## config.mk

```make
export PLATFORM = sky130hd
export DESIGN_NAME = rpl_victim_sel
export DESIGN_NICKNAME = d
export VERILOG_FILES = /design/src/rtl/rpl_pkg.sv /design/src/rtl/rpl_lfsr.sv /design/src/rtl/rpl_tree_store.sv /design/src/rtl/rpl_path_pick.sv /design/src/rtl/rpl_tree_update.sv /design/src/rtl/rpl_victim_sel.sv
export SDC_FILE = /design/constraint.sdc
export NUM_CORES = 1
export LEC_CHECK = 0
export ABC_CLOCK_PERIOD_IN_PS = 2200
export BUFFER_PORTS_ARGS = -buffer_cell sky130_fd_sc_hd__buf_2
export CORE_MARGIN = 2
export CORE_UTILIZATION = 56
export CTS_BUF_LIST = sky130_fd_sc_hd__clkbuf_16
export DETAILED_ROUTE_END_ITERATION = 16
export PLACE_DENSITY_LB_ADDON = 0.08
export REMOVE_ABC_BUFFERS = 1
export SYNTH_ARGS = -nofsm -noshare
export SYNTH_HDL_FRONTEND = slang
export SYNTH_SLANG_ARGS = --single-unit
```

## constraint.sdc

```tcl
create_clock -name clk -period 2.2 [get_ports clk]
set_input_delay 0.11 -clock clk [delete_from_list [all_inputs] [get_ports clk]]
set_output_delay 0.11 -clock clk [all_outputs]
set_load 0.05 [all_outputs]
```

## src/rtl/rpl_pkg.sv

```systemverilog
package rpl_pkg;
  localparam int LFSR_W = 16;
  // x^16 + x^14 + x^13 + x^11 + 1, right-shifting Galois form
  localparam logic [LFSR_W-1:0] LFSR_TAPS = 16'hB400;

  function automatic logic [LFSR_W-1:0] lfsr_next(input logic [LFSR_W-1:0] s);
    logic [LFSR_W-1:0] sh;
    sh = s >> 1;
    return s[0] ? (sh ^ LFSR_TAPS) : sh;
  endfunction
endpackage

```

## src/rtl/rpl_lfsr.sv

```systemverilog
module rpl_lfsr #(
  parameter logic [15:0] SEED = 16'hACE1
) (
  input  logic clk,
  input  logic rst_n,
  input  logic step,
  output logic rnd
);
  import rpl_pkg::*;
  localparam logic [LFSR_W-1:0] SEED_NZ = (SEED == '0) ? 16'h0001 : SEED;

  logic [LFSR_W-1:0] state;

  always_ff @(posedge clk) begin
    if (!rst_n)    state <= SEED_NZ;
    else if (step) state <= lfsr_next(state);
  end

  assign rnd = state[0];
endmodule

```

## src/rtl/rpl_tree_store.sv

```systemverilog
module rpl_tree_store #(
  parameter int NUM_SETS = 16,
  parameter int NODES    = 7,
  localparam int SET_W   = (NUM_SETS > 1) ? $clog2(NUM_SETS) : 1
) (
  input  logic             clk,
  input  logic             rst_n,
  input  logic [SET_W-1:0] set_idx,
  input  logic             wr_en,
  input  logic [NODES-1:0] wr_tree,
  output logic [NODES-1:0] rd_tree
);
  logic [NODES-1:0] mem [NUM_SETS];

  always_ff @(posedge clk) begin
    if (!rst_n) begin
      for (int s = 0; s < NUM_SETS; s++) mem[s] <= '0;
    end else if (wr_en) begin
      mem[set_idx] <= wr_tree;
    end
  end

  assign rd_tree = mem[set_idx];
endmodule

```

## src/rtl/rpl_path_pick.sv

```systemverilog
// Walks the stored levels from the root; needs NUM_WAYS >= 8.
module rpl_path_pick #(
  parameter int NUM_WAYS = 16,
  localparam int PAIRS   = NUM_WAYS / 2,
  localparam int PAIR_W  = $clog2(PAIRS),
  localparam int NODES   = PAIRS - 1
) (
  input  logic [NODES-1:0]  tree,
  output logic [PAIR_W-1:0] pair
);
  logic [PAIR_W-1:0] idx;
  logic              dir;

  always_comb begin
    idx  = '0;
    dir  = 1'b0;
    pair = '0;
    for (int l = 0; l < PAIR_W; l++) begin
      dir = tree[idx];
      pair[PAIR_W-1-l] = dir;
      idx = {idx[PAIR_W-2:0], 1'b0} + {{(PAIR_W-1){1'b0}}, 1'b1}
            + {{(PAIR_W-1){1'b0}}, dir};
    end
  end
endmodule

```

## src/rtl/rpl_tree_update.sv

```systemverilog
// Points every stored node on the path to 'way' away from it.
module rpl_tree_update #(
  parameter int NUM_WAYS = 16,
  localparam int WAY_W   = $clog2(NUM_WAYS),
  localparam int PAIRS   = NUM_WAYS / 2,
  localparam int PAIR_W  = $clog2(PAIRS),
  localparam int NODES   = PAIRS - 1
) (
  input  logic [NODES-1:0] tree,
  input  logic [WAY_W-1:0] way,
  output logic [NODES-1:0] tree_next
);
  logic [PAIR_W-1:0] idx;
  logic              b;

  always_comb begin
    tree_next = tree;
    idx = '0;
    b   = 1'b0;
    for (int l = 0; l < PAIR_W; l++) begin
      b = way[WAY_W-1-l];
      tree_next[idx] = ~b;
      idx = {idx[PAIR_W-2:0], 1'b0} + {{(PAIR_W-1){1'b0}}, 1'b1}
            + {{(PAIR_W-1){1'b0}}, b};
    end
  end
endmodule

```

## src/rtl/rpl_victim_sel.sv

```systemverilog
module rpl_victim_sel #(
  parameter int          NUM_SETS  = 16,
  parameter int          NUM_WAYS  = 16,
  parameter logic [15:0] LFSR_SEED = 16'hACE1,
  localparam int SET_W  = (NUM_SETS > 1) ? $clog2(NUM_SETS) : 1,
  localparam int WAY_W  = $clog2(NUM_WAYS)
) (
  input  logic             clk,
  input  logic             rst_n,
  input  logic             acc_valid,
  input  logic [SET_W-1:0] acc_set,
  input  logic             acc_hit,
  input  logic [WAY_W-1:0] acc_way,
  output logic             victim_valid,
  output logic [WAY_W-1:0] victim_way
);
  localparam int PAIRS  = NUM_WAYS / 2;
  localparam int PAIR_W = $clog2(PAIRS);
  localparam int NODES  = PAIRS - 1;

  logic [NODES-1:0]  cur_tree;
  logic [NODES-1:0]  new_tree;
  logic [PAIR_W-1:0] pick_pair;
  logic              rnd_bit;
  logic              is_miss;
  logic [WAY_W-1:0]  touched_way;

  assign is_miss = acc_valid & ~acc_hit;

  rpl_lfsr #(.SEED(LFSR_SEED)) u_lfsr (
    .clk  (clk),
    .rst_n(rst_n),
    .step (is_miss),
    .rnd  (rnd_bit)
  );

  rpl_tree_store #(.NUM_SETS(NUM_SETS), .NODES(NODES)) u_store (
    .clk    (clk),
    .rst_n  (rst_n),
    .set_idx(acc_set),
    .wr_en  (acc_valid),
    .wr_tree(new_tree),
    .rd_tree(cur_tree)
  );

  rpl_path_pick #(.NUM_WAYS(NUM_WAYS)) u_pick (
    .tree(cur_tree),
    .pair(pick_pair)
  );

  assign victim_way   = {pick_pair, rnd_bit};
  assign victim_valid = is_miss;
  assign touched_way  = acc_hit ? acc_way : victim_way;

  rpl_tree_update #(.NUM_WAYS(NUM_WAYS)) u_upd (
    .tree     (cur_tree),
    .way      (touched_way),
    .tree_next(new_tree)
  );
endmodule

```

# Word level (Yosys, flattened, before mapping)
# Memories as Yosys holds them, arrays and structs flattened.
# Cells that the tools add are included.
# totals
reg_bits,16
mem_bits_rw,112
in_bits,12
output_inout_bits,5
word_cells,42
n_memories,1
# op_classes
add_sub_neg,6
order_cmp,6
mux,19
n_bitwise,6
n_reduce_logical,3
# memory_table
name,depth,width,rd,rd_ports_with_merged_regs,write_ports,line,source
u_store.mem,16,7,1,0,16,rpl_tree_store.sv:13,logic [NODES-1:0] mem [NUM_SETS];
# op_table
op,n
$lt A3 B4 Y1 const B,4
$mux W16,1
$bwmux W7,2
$mux W1,9
$mux W4,2
$mux W7,1
$reduce_or A7 Y1,1
$add A3 B1 Y3,2
$add A3 B1 Y3 const B,2
$bmux W1 S3,2
$demux W1 S3,2
$ge A3 B1 Y1 const B,2
$add A1 B1 Y2 const A,2
$not A1 Y1,4
$not A3 Y4,1
$logic_and A1 B1 Y1,2
$and A1 B1 Y1,1

# Depth between registers and ports, before layout
# An unclocked memory read counts as a cell.
# logic_depth
depth_word,17
mapped_depth,10
depth_no_buf,8

# Hierarchy
# A second synthesis with hierarchy kept.
# hier_totals
cells_unflattened,436
area_unflattened_um2,6218.5
# modules_own_cells
module,instances,cells_each,area_per_inst_um2,seq_area_each_um2
rpl_tree_store,1,335,5228.8,3363.2
rpl_lfsr,1,56,631.9,320.3
rpl_tree_update,1,23,175.2,0.0
rpl_path_pick,1,16,121.4,0.0
rpl_victim_sel,1,6,61.3,0.0

# Least setup slack after synthesis
# OpenSTA, ideal clock, no wires.
# synth_timing
path_kind,register -> register
start,memory u_store.mem[1][0]
end,"memory u_store.mem[6][6], data pin"
setup_time_ns,0.140
arrival_ns,2.400
required_ns,2.060
slack_ns,-0.340
stages_incl_launch_ff,10
n_path_buf,1
synth_period_minus_slack_ns,2.540
path_cell_list,edfxtp_1 mux4_1 mux2_2 mux2i_4 inv_2 a21boi_1 xnor2_1 mux2_4 buf_8 nor2_1
# synth_rtl
element,line
"start, declared",rpl_tree_store.sv:13

==> run summary <==
Crit path capture type: register
Met2 wire len: 8160 µm
Setup repair after global routing missed its margin: true
CP startpoint kind: register
Clock transition at the register clock pins on the worst setup and hold paths after CTS: 60 ps
Yosys warnings: 0
CP startpoint: u_store.mem[2][0]
Cell at the root of the clock tree: sky130_fd_sc_hd__clkbuf_16
Combinational Power Share: 14.9%
Clock tree sinks: 128
Largest fanout on the critical path: 16
P per Cell Area: 867 nW/µm²
Synth Area in Simple Gates: 16.2%
Final net count: 599
Floorplan die height: 111 µm
Arithmetic-cell share of the synthesized area counting full adders, half adders and majority gates: 0%
Io pins: 17
Routed Wire Length: 16500 µm
Wire length of the first global-routing pass: 25200 µm
Final Hold Fails: 0
Layout overhead on the synthesized area: 24.2%
TNS Setup: -29050 ps
Number of enable flip-flop cells after synthesis: 112
Flops & latches, synth: 128
Met3 WL: 1290 µm
Highest routed metal layer: met4
DRC errors left: 0
GRT Resource Usage Total: 27.5%
Sequential power share: 40.1%
Post-route clock skew: 7.06 ps
Top cell type's share of synthesized area: 52.3%
Maximum clock insertion buffer count: 2
List of most frequent post-synthesis cells: sky130_fd_sc_hd__edfxtp_1, sky130_fd_sc_hd__nor2_1, sky130_fd_sc_hd__nand2_1
Initial DRC Count: 364
Shortest period the worst path allows: 2570 ps
Failing checks: negative setup slack
Count of inserted antenna diode cells: 0
Share of the clock period used by the worst path after layout: 117%
Post-route design area: 7980 µm²
Result of the run: finished with violations
Maximum level of the CTS H-tree: 4
Headroom to the max-slew limit: 60.4%
Leading post-synthesis cells by cell area: sky130_fd_sc_hd__edfxtp_1, sky130_fd_sc_hd__mux4_2, sky130_fd_sc_hd__nor2_1
Min Hold Slack: 241 ps
Clock latency of the later-clocked register in the worst-skew pair: 410 ps
Die Outline Area: 12300 µm²
Gp weighted congestion: 0.942
Setup violation total in the final timing report: 99
Residual overflow from global routing: 0
Critical R2R Launch: u_store.mem[2][0]
Static power due to leakage: 2.89 nW
Instance area after placement: 6920 µm²
Drt wl/cell: 22.3 µm
Switching component of the power: 1.74 mW
Minimum setup slack in the final design: -366 ps
DPL Wire Length: 11000 µm
Peak ir drop on the vdd network: 0.504 mV
Number of standard-cell rows in the floorplan: 39
Number of instances in the synthesized netlist: 523
Endpoint required time on the critical path: 2360 ps
Data arrival time at the worst-slack endpoint: 2730 ps
Critical setup path kind: reg2reg
Detail Route Antenna Nets: 0
Area of the core: 11300 µm²
Mapped Area: 6430 µm²
Util after Layout: 70.5%
Multiplexer fraction of the synthesized cell area: 12.4%
Via count of the first global-routing pass: 4569
Clock network power share: 45.0%
Synth unique cells: 49
Maximum number of pins on one net before global-route repair: 33
Vias: 4624
Most frequently used cell type in the post-synthesis netlist: sky130_fd_sc_hd__edfxtp_1
Max-cap viol count: 0
Share of flip-flops with an asynchronous set or reset after synthesis: 0%
Post-synthesis cell type with the largest combined area: sky130_fd_sc_hd__edfxtp_1
Switching power as a share of total power: 25.1%
Area fraction in compound gates after synthesis: 8.76%
Die Width: 111 µm
Number of buffers created by CTS: 17
Pin slew with the least headroom to its limit: 585 ps
Initial core utilization: 56.8%
Vias per cell: 6.22
Input/output buffers: 15
Clock tree from TritonCTS: built
Share of final-layout standard cells stronger than drive strength 1: 35.7%
Source of the worst hold timing path: rst_n
Combinational family with the most area after synthesis: simple AND/OR/NAND/NOR gates
Primary FF master, synth: sky130_fd_sc_hd__edfxtp_1
Number of optimization iterations in the first detailed-route pass: 5
Final max-slew violation count: 0
Routed metal-1 wirelength: 6700 µm
Internal portion of total power: 5.18 mW
Share of synthesized area occupied by flip-flops and latches: 57.3%
Antenna violations before repair: 0
Path category of the worst min-delay check: in2reg
Highest Clock Rate: 0.390 GHz
Synthesized-area fraction occupied by xor and xnor cells: 0.818%
Synthesized area per cell: 12.3 µm²
==> repair_timing <==
action	4_1_cts	5_1_grt
hold buffers	0	0
pin swaps	2	4
setup buffers	5	1
endpoints found under the setup margin	99	113
endpoints found under the hold margin	0	0
resized for setup	34	53
cloned	0	3
==> metrics by stage <==
stage | power [mW] | setup WS (ps) | cells
2_1_floorplan | 3.26 | -426 | 482
3_3_place_gp | 3.63 | -436 | 702
3_5_place_dp | 3.65 | -465 | 702
4_1_cts | 6.83 | -359 | 739
5_1_grt | 7.12 | -415 | 743
6_report | 6.92 | -366 | 743
==> kinds of logic after synthesis <==
family,count (synthesis)
and+or+nand+nor,238
DFF,128
AOI/OAI and AO/OA,65
buffers and inverters,47
muxes,39
xor gates and xnor gates,6
==> path summary, 6_finish.rpt <==
kind / end / slack [ps] / depth (start not counted)
max reg2reg: u_store.mem[4][3] / -370 / 9
min reg2reg: u_lfsr.state[9] / 460 / 2
max: u_store.mem[4][3] / -370 / 9
min: u_lfsr.state[7] / 240 / 3
==> cells in the final DEF (no fill, tap or decap), drive strengths merged, types with 3 or more instances in the layout <==
| master | instances |
|---|---|
| a21boi | 8 |
| a21oi | 5 |
| a22oi | 10 |
| buf | 82 |
| bufinv | 5 |
| clkbuf | 20 |
| clkinv | 3 |
| dfxtp | 16 |
| edfxtp | 112 |
| inv | 11 |
| mux2 | 5 |
| mux2i | 7 |
| mux4 | 28 |
| nand2 | 74 |
| nand3 | 39 |
| nor2 | 99 |
| nor2b | 4 |
| nor3 | 10 |
| nor4 | 3 |
| o2bb2ai | 32 |
| xnor2 | 6 |
==> flip-flops by register name, indices dropped and copies added, names as in the netlist <==
register,count
u_store.mem,112
u_lfsr.state,16
==> per-layer routing <==
layer | vias up | global-route usage (%)
met5 | - | 0
met4 | 0 | 10.5
met3 | 34 | 7.00
met2 | 179 | 43.2
met1 | 2334 | 37.4
li1 | 2077 | -
==> power by group through the flow <==
stage | clock network (mW) | logic [mW] | registers, mW
6_report | 3.11 | 1.03 | 2.78
5_1_grt | 3.25 | 1.09 | 2.79
4_1_cts | 3.14 | 0.921 | 2.78
3_5_place_dp | 0 | 0.819 | 2.83
3_3_place_gp | 0 | 0.805 | 2.82
2_1_floorplan | 0 | 0.454 | 2.81
==> cell type report <==
class	instances	area, µm²
Sequential cell	128	3680
Fill cell	803	3340
Multi-Input combinational cell	349	2690
Timing Repair Buffer	85	751
Clock buffer	17	425
Clock inverter	15	230
Tap cell	143	179
Inverter	6	22.5
==> worst max-delay path: stages (launching register included) <==
cell and delay [ps]:
sky130_fd_sc_hd__edfxtp_1 400, sky130_fd_sc_hd__mux4_2 480, sky130_fd_sc_hd__mux2_4 310, sky130_fd_sc_hd__mux2i_4 220, sky130_fd_sc_hd__buf_6 150, sky130_fd_sc_hd__buf_6 110
sky130_fd_sc_hd__nand2_4 50, sky130_fd_sc_hd__o22ai_4 270, sky130_fd_sc_hd__clkbuf_16 250, sky130_fd_sc_hd__o2bb2ai_1 70
(Power assumes the default switching activity.)
